**src/rtl/iso_cycle_timer.sv**
```systemverilog
module iso_cycle_timer #(
  parameter int OFS_W    = 12,
  parameter int CNT_W    = 13,
  parameter int SEC_W    = 7,
  parameter int OFS_MOD  = 3072,
  parameter int CNT_MOD  = 8000,
  parameter int AW       = 8,
  parameter logic [7:0] REG_ADDR = 8'h14,
  localparam int TW      = OFS_W + CNT_W + SEC_W
) (
  input  logic          clk,
  input  logic          rst_n,
  input  logic          enable,
  input  logic          ext_src,
  input  logic          cyc_in,
  input  logic          pkt_load,
  input  logic [TW-1:0] pkt_time,
  input  logic          host_we,
  input  logic [AW-1:0] host_addr,
  input  logic [TW-1:0] host_wdata,
  output logic [TW-1:0] host_rdata,
  output logic [TW-1:0] time_q,
  output logic          cycle_out
);
  logic [OFS_W-1:0] ofs;
  logic [CNT_W-1:0] cnt;
  logic [SEC_W-1:0] sec;
  logic [2:0]       sync;

  wire addr_hit = host_addr == AW'(REG_ADDR);
  wire wr_hit   = host_we && addr_hit;
  wire ofs_last = ofs >= OFS_W'(OFS_MOD - 1);
  wire cnt_last = cnt >= CNT_W'(CNT_MOD - 1);
  wire ext_edge = sync[1] & ~sync[2];
  wire step     = ext_src ? ext_edge : ofs_last;

  assign time_q     = {sec, cnt, ofs};
  assign host_rdata = addr_hit ? time_q : '0;

  always_ff @(posedge clk or negedge rst_n) begin
    if (!rst_n) sync <= '0;
    else        sync <= {sync[1:0], cyc_in};
  end

  always_ff @(posedge clk or negedge rst_n) begin
    if (!rst_n) begin
      ofs       <= '0;
      cnt       <= '0;
      sec       <= '0;
      cycle_out <= 1'b0;
    end else if (wr_hit) begin
      {sec, cnt, ofs} <= host_wdata;
      cycle_out       <= 1'b0;
    end else if (pkt_load) begin
      {sec, cnt, ofs} <= pkt_time;
      cycle_out       <= 1'b0;
    end else if (enable) begin
      ofs <= (ofs_last || (ext_src && ext_edge)) ? '0 : ofs + 1'b1;
      if (step) begin
        cnt <= cnt_last ? '0 : cnt + 1'b1;
        if (cnt_last) sec <= sec + 1'b1;
      end
      cycle_out <= step;
    end else begin
      cycle_out <= 1'b0;
    end
  end
endmodule

```
**config.mk**
```make
export PLATFORM = sky130hd
export DESIGN_NAME = iso_cycle_timer
export DESIGN_NICKNAME = d
export VERILOG_FILES = /design/src/rtl/iso_cycle_timer.sv
export SDC_FILE = /design/constraint.sdc
export NUM_CORES = 1
export LEC_CHECK = 0
export BUFFER_PORTS_ARGS = -buffer_cell sky130_fd_sc_hd__buf_2
export CAP_MARGIN = 20
export CORE_UTILIZATION = 48
export CTS_BUF_LIST = sky130_fd_sc_hd__clkbuf_2
export DETAILED_ROUTE_END_ITERATION = 10
export GPL_TIMING_DRIVEN = 0
export PLACE_DENSITY = 0.86
export SLEW_MARGIN = 20
export SYNTH_ARGS = -nofsm -noshare
export SYNTH_HDL_FRONTEND = slang
export SYNTH_SLANG_ARGS = --single-unit
export TNS_END_PERCENT = 1
```
**constraint.sdc**
```tcl
create_clock -name clk -period 2.8 [get_ports clk]
set_input_delay 0.42 -clock clk [delete_from_list [all_inputs] [get_ports clk]]
set_output_delay 0.42 -clock clk [all_outputs]
set_load 0.01 [all_outputs]
```
[Word-level counts from Yosys, hierarchy flattened]
Cells that the tools add are included.
Cells by class
  add/sub/neg operators: 3
  $lt $le $gt $ge: 2
  equal/unequal tests: 1
  muxes and demuxes: 19
  bitwise operators: 2
  reduce and logical (&&, ||, !) cells: 8
Operator list (count)
  two-way mux 13 bit: 5
  two-way mux 12 bit: 4
  two-way mux 7 bit: 5
  two-way mux 32 bit: 1
  adder 13 x 1 -> 13 bit, second input constant: 1
  greater-or-equal comparator 13 bit, second input constant: 1
  adder 12 x 1 -> 12 bit, second input constant: 1
  greater-or-equal comparator 12 bit, second input constant: 1
  nonzero test 3 bit: 3
  == test 8 x 5 -> 1 bit, second input constant: 1
  adder 7 x 1 -> 7 bit, second input constant: 1
  two-way mux 1 bit: 4
  AND reduction 3 bit: 1
  logical AND 1 bit: 2
  AND reduction 2 bit: 1
  bitwise AND 1 bit: 1
  logical OR 1 bit: 1
  inverter 1 bit: 1
Word-level totals
  register bits after elaboration: 36
  bits of input ports: 79

[Depth between registers and ports, before layout]
Gate-level depths: netlist of the first run.
  word-level depth: 8
  gate-level depth with buffers: 8

[Least setup slack after synthesis of the first run]
Ideal clock, no wire load.
  path kind: register to register
  start: register ofs[0]
  end: register cnt[0]
  data arrival time: 1.913 ns
  required time: 2.678 ns
  path slack: 0.766 ns
  cell stages (with the launch flop): 8
  buffers on the path: 1
  clock period less this slack: 2.034 ns
  cells stage by stage: dfrtp_1 -> ha_1 -> and3_1 -> and4_4 -> a2111o_1 -> buf_6 -> o21a_1 -> a32o_1
On the way
  cells in the longest elaborated chain, start to end: 4
Ends and longest elaborated chain
  from (decl): line 25  | logic [OFS_W-1:0] ofs;
  from (signal assigned): line 52  | {sec, cnt, ofs} <= host_wdata;
  from (signal assigned): line 55  | {sec, cnt, ofs} <= pkt_time;
  from (signal assigned): line 58  | ofs <= (ofs_last || (ext_src && ext_edge)) ? '0 : ofs + 1'b1;
  greater-or-equal comparator 12 bit: line 32  | wire ofs_last = ofs >= OFS_W'(OFS_MOD - 1);
  two-way mux 1 bit: line 35  | wire step = ext_src ? ext_edge : ofs_last;
  nonzero test 3 bit (no source line)
  AND reduction 2 bit (no source line)
  to (signal assigned): line 52
  to (signal assigned): line 55
  to (signal assigned): line 60  | cnt <= cnt_last ? '0 : cnt + 1'b1;
  to (decl): line 26  | logic [CNT_W-1:0] cnt;
Every way passes these cells.
A chain may end at the register's enable or synchronous reset.

[Worst setup path after layout of the first run]
  start: register ofs[0]
  end: register sec[6]
On the way
  cells in the longest elaborated chain, start to end: 4
Ends and longest elaborated chain
  greater-or-equal comparator 12 bit: line 32
  two-way mux 1 bit: line 35
  nonzero test 3 bit (no source line)
  AND reduction 3 bit (no source line)
  to (signal assigned): line 52
  to (signal assigned): line 55
  to (signal assigned): line 61  | if (cnt_last) sec <= sec + 1'b1;
  to (decl): line 27  | logic [SEC_W-1:0] sec;
Every way passes these cells.

==> impl_metrics.csv, run 1 <==
group,metric,value,unit
synthesis,synth.net_count,422,
power,leakage,1.96,nW
setup_path,path_max_fanout,7,
clocking,cts-root-buf,"clkbuf_2",
place,detailed_place_hpwl,6980,microns
finish,drive_gt1_frac,0.383,
synthesis,synth_xor_area_frac,0.0630,
synthesis,synth_edf_count,0,
setup_path,start_kind,"flop",
finish,utilization,0.640,
place,postPlaceCellArea,3730,sq um
detailed_routing,routed_via_density,5.80,
power,power_density,460,nW/um^2
global_route,grt_first_pass_wirelength,14200,microns
power,finalPower,1.73,mW
global_route,grt_usage,0.289,
timing,hold_violations,0,
timing,setup_tns,0,ps
finish,diodes,0,
timing,final.period_utilization,0.804,
clocking,postCtsHoldBufs,0,
synthesis,synthFlopType,"dfrtp_1",
clocking,cts_buffer_depth,2,
place,gp_congestion,0.926,
global_route,grt_antenna_before_repair,0,
synthesis,yosys_warnings,0,
clocking,clk_latency,400,ps
timing,layout_setup_ws,550,ps
die,die_y,80,microns
timing,setup_viol,0,
timing,fin_crit,2250,ps
clocking,cts_setup_buffers,0,
die,design.core.area,5890,sq um
global_route,grt_pass1_vias,2963,
synthesis,synth-adder-area-share,0.0129,
timing,slew_viol_final,0,
detailed_routing,first_pass_iters,6,
power,ir_drop,0.000287,V
detailed_routing,drt-initial-drc-count,242,
global_route,grt_start_max_net_pins,37,
detailed_routing,drc,0,
clocking,clkTransAtPathRegs,190,ps
global_route,grt_overflow,0,
setup_path,critical_path_required,3100,ps
finish,fin_cells,566,
setup_path,crit_arrival,2550,ps
detailed_routing,totalWireLength,9410,microns
synthesis,synth-async-reset-ratio,1.00,
place,io_buffers,143,
place,post-place-ws,566,ps
finish,syn_to_final_growth,29.0,%
clocking,ctsHtreeMaxLevel,2,
timing,tightest_slew,848,ps
detailed_routing,ant_nets,0,
die,dieArea,6400,sq um
clocking,cts_tree,"yes",
setup_path,crit_type,"reg2reg",
synthesis,ys_seq_area_frac,0.308,
detailed_routing,vias,3285,
synthesis,synth_compound_area_frac,0.236,
synthesis,avgSynthCellArea,8.59,sq um
clocking,cts_inserted_buffers,5,
timing,rsz0062_at_grt,"false",
die,io_pins,144,
synthesis,yosys_register_bits,36,
die,start_util,0.496,
finish,final_nets,572,
synthesis,synth_area,2920,sq um
worst_hold_path,hp-class,"in2async",
die,rows,28,
die,dieWidth,80,microns
synthesis,synth_top_family_by_area,"simple AND/OR/NAND/NOR gates",
clocking,clkSinkCount,36,
synthesis,synth.distinct_cells,52,
clocking,cts_resized,0,
timing,finClkSkew,19.8,ps
finish,fin_area,3770,sq um
setup_path,endpoint_kind,"flop",
run_status,outcome,"finished, final reports clean",
detailed_routing,post_drt_wl_per_cell,16.6,microns
synthesis,synth_mux_area_frac,0.0668,
timing,fmax,444,MHz
timing,whs,85.8,ps
synthesis,syn_inst,340,
run,cap_violations,0,
timing,relSlewSlack,0.434,
place,dpl.cell_count,558,
synthesis,synth-simple-area-share,0.253,
## layer usage
metal	track usage	up-vias	share of wire
li1	-	1565	-
met1	0.373	1544	0.42
met2	0.488	154	0.48
met3	0.0457	22	0.075
met4	0.100	0	0.019
met5	0	-	0
## state kept, by name, indices dropped and copies added, names as in the netlist
register   cells
cnt           13
ofs           12
sync           3
sec            7
cycle_out      1
## placed cells by master (no fill, tap or decap), types with 2 or more instances in the layout
cell	count
a21oi_1	24
a221oi_1	12
a22o_1	2
a31oi_1	3
a32o_1	2
and2_1	2
and3_1	34
and3b_1	2
and4_1	4
buf_2	151
buf_6	3
clkbuf_1	15
clkbuf_2	7
dfrtp_1	36
ha_1	3
inv_1	10
mux2_4	9
mux2i_1	6
nand2_1	25
nand3_1	18
nand4_1	5
nor2_1	30
nor2b_1	3
nor3_1	4
nor4b_4	2
o21a_1	2
o21ai_0	13
o21ai_2	4
o22ai_1	2
o22ai_2	5
o2bb2ai_1	2
o31ai_1	9
or2_2	2
xnor2_1	17
xor2_1	4
## cells by family after synthesis
logic type | Yosys count
AND/OR/NAND/NOR | 135
AO/OA/AOI/OAI | 93
buffers and inverters | 37
flip-flops | 36
XOR/XNOR | 21
multiplexers | 15
adder cells (fa/ha/maj) | 3
## worst max-delay path: stages (launching register included)
cell and delay (ps):
dfrtp_1 480, ha_1 260, and3_1 250, and4_4 210
a21oi_2 400, o21ai_4 220, mux2_4 340
## path summary, 6_finish.rpt
kind	cells past startpoint	to	start	slack [ps]
setup / recovery	6	sec[6]	ofs[0]	550
hold / removal	1	sec[1]	rst_n	90
setup reg to reg	6	sec[6]	ofs[0]	550
hold reg to reg	0	sync[1]	sync[0]	370
max in group asynchronous	1	cnt[11]	rst_n	2160
min in group clk	1	sync[0]	cyc_in	120
## cell usage after synthesis, drive strengths merged, types with 3 or more instances
master / number / area (sq um)
dfrtp: 36 / 901
and3: 34 / 213
nor2: 30 / 113
a21oi: 25 / 129
nand2: 25 / 93.8
nand3: 18 / 90.1
o21ai: 18 / 116
xnor2: 17 / 149
clkbuf: 15 / 56.3
a221oi: 12 / 105
buf: 12 / 81.3
inv: 10 / 37.5
mux2: 9 / 135
o31ai: 9 / 67.6
o22ai: 7 / 75.1
mux2i: 6 / 60.1
and4: 5 / 46.3
nand4: 5 / 31.3
nor3: 4 / 20.0
xor2: 4 / 35.0
a31oi: 3 / 18.8
ha: 3 / 37.5
nor2b: 3 / 18.8
## power by group
part / internal [mW] / switching (mW)
Combinational: 0.356 / 0.347
Clock: 0.0668 / 0.175
Sequential: 0.615 / 0.176
## layout make-up
type / count / area [sq um]
plain buffers: 27 / 138
clock buffers: 7 / 35.0
clock inverters: 1 / 3.75
fillers: 532 / 2120
inverters: 10 / 37.5
multi-input cells: 267 / 1840
flip-flops and latches: 36 / 901
well taps: 75 / 93.8
repair buffers: 143 / 716
(Power assumes the default switching activity.)
==> run 2, diff against run 1 <==
Clock period 2.8 ns to 2.3 ns, I/O delays scaled along.
==> run 2 against run 1 <==
Against the previous run: power grew 22%; count of clock-buffer cells in the layout is the same; core utilization grew 0.13 points; sequential power grew 22%; largest cell class unchanged; global-route usage is the same; routed wire length shrank 0.54%; first-iteration DRC count grew 3.7%; largest power group unchanged; clock power grew 23%; maximum frequency grew 3.5%; critical path type unchanged; sequential share of layout area is essentially flat; setup slack lost 420 ps.
==> impl_metrics.csv, run 2 (synthesis results as in run 1) <==
group,metric,value,unit
setup_path,slowest_delay,480,ps
worst_hold_path,hp-class,"in2async",
die,rows,28,
finish,nFillCells,530,
timing,rsz0062_at_grt,"true",
clocking,cts_resized,0,
power,switching_power,849,uW
setup_path,critPathBufInv,1,
clocking,postCtsHoldBufs,0,
clocking,ctsHtreeMaxLevel,2,
power,leakage,1.96,nW
global_route,grt_overflow,0,
clocking,cts-root-buf,"clkbuf_2",
die,design.core.area,5890,sq um
run,cap_violations,0,
finish,largest_reg_flops,13,
place,io_buffers,143,
setup_path,reg2reg_to,"ofs[1]",
finish,drive_gt1_frac,0.383,
global_route,grt_start_max_net_pins,37,
clocking,clk_latency,400,ps
global_route,grt_usage,0.289,
power,p_clk_frac,0.140,
setup_path,start_kind,"flop",
clocking,cts_buffer_depth,2,
global_route,grt_pass1_vias,2963,
clocking,clkTransAtPathRegs,190,ps
run_status,outcome,"finished, final reports clean",
timing,tightest_slew,844,ps
place,postPlaceCellArea,3730,sq um
detailed_routing,vias,3306,
detailed_routing,drt-initial-drc-count,251,
global_route,grt_first_pass_wirelength,14200,microns
timing,hold_violations,0,
setup_path,crit-reg2reg-launch,"ofs[0]",
setup_path,r2r_cells,7,
timing,fin_crit,2170,ps
setup_path,cpMaxStageDelayCell,"dfrtp_1",
clocking,cts_inserted_buffers,5,
setup_path,crit_type,"reg2reg",
timing,fmax,460,MHz
detailed_routing,drc,0,
detailed_routing,totalWireLength,9360,microns
setup_path,path_max_fanout,8,
detailed_routing,post_drt_wl_per_cell,16.5,microns
place,detailed_place_hpwl,6980,microns
place,gp_congestion,0.926,
timing,final.period_utilization,0.945,
die,start_util,0.496,
die,io_pins,144,
detailed_routing,ant_nets,0,
setup_path,crit_arrival,2470,ps
power,power.internal,1.26,mW
die,dieArea,6400,sq um
power,seqPwrFrac,0.455,
setup_path,rrSetupSlack,130,ps
finish,diodes,0,
finish,reg_top3,"cnt: 13 flops, ofs: 12 flops, sec: 7 flops",
detailed_routing,first_pass_iters,5,
power,comb_power_share,0.405,
timing,setup_tns,0,ps
finish,syn_to_final_growth,29.3,%
finish,fin_area,3780,sq um
global_route,grt_antenna_before_repair,0,
detailed_routing,routed_via_density,5.84,
power,power_density,560,nW/um^2
clocking,cts_tree,"yes",
timing,whs,7.21,ps
setup_path,endpoint_kind,"flop",
setup_path,critical_path_required,2590,ps
power,ir_drop,0.000350,V
finish,layout_commonest_cell,"buf_2",
die,die_y,80,microns
die,dieWidth,80,microns
clocking,clkSinkCount,36,
finish,final_nets,572,
timing,relSlewSlack,0.438,
timing,setup_viol,0,
power,switching_share,0.402,
finish,final_cell_mix,"151 x buf_2, 36 x dfrtp_1, 34 x and3_1",
timing,slew_viol_final,0,
finish,largest_register,"cnt",
timing,finClkSkew,18.4,ps
clocking,cts_setup_buffers,0,
setup_path,crit_family,"simple AND/OR/NAND/NOR gates",
setup_path,path_cells,"ha_1, and3_1, nand4_1, and2_1, clkbuf_1, a221oi_1, o31ai_1",
==> run 2: cell counts in the layout (fill, tap and decap cells not counted) <==
No cell type changed its count.
==> run 2: per-stage QoR <==
stage          setup slack (ps)  cells  power, mW  utilization
2_1_floorplan               266    340       1.47            -
3_3_place_gp                124    558       1.79        0.634
3_5_place_dp               98.4    558       1.82        0.634
4_1_cts                    80.2    566       2.11        0.640
5_1_grt                   -25.4    566       2.25        0.642
6_report                    126    566       2.11        0.642
==> run 2: how the worst max path moves through the flow <==
stage / from / end / cells after the start / slack [ps]
floorplan: ofs[0] / cnt[0] / 7 / 270
global placement: ofs[0] / sec[1] / 6 / 120
detailed placement: ofs[0] / sec[4] / 6 / 100
CTS: ofs[0] / sec[4] / 6 / 80
global route: ofs[0] / ofs[0] / 7 / -30
finish: ofs[0] / ofs[1] / 7 / 130
==> run 2: power groups by stage <==
stage	Combinational [mW]	Clock, mW	Sequential [mW]
detailed placement	0.853	0	0.966
global placement	0.830	0	0.957
floorplan	0.504	0	0.966
finish	0.857	0.296	0.960
CTS	0.855	0.299	0.952
global route	0.947	0.324	0.978
==> run 2: per-layer routing <==
layer  track usage  vias up  wire, microns
met5             0        -              0
met4         0.100        0            199
met3        0.0457       20            719
met2         0.488      169           4570
met1         0.373     1553           3870
li1              -     1564              -
==> run 2: area by class of cell <==
cell class	count	area, sq um	share of cell area
clock buffers	7	35.0	0.00928
repair buffers	143	716	0.190
inverters	10	37.5	0.00994
clock inverters	1	3.75	0.000994
flip-flops and latches	36	901	0.239
well taps	75	93.8	0.0249
plain buffers	27	138	0.0364
multi-input cells	267	1850	0.490
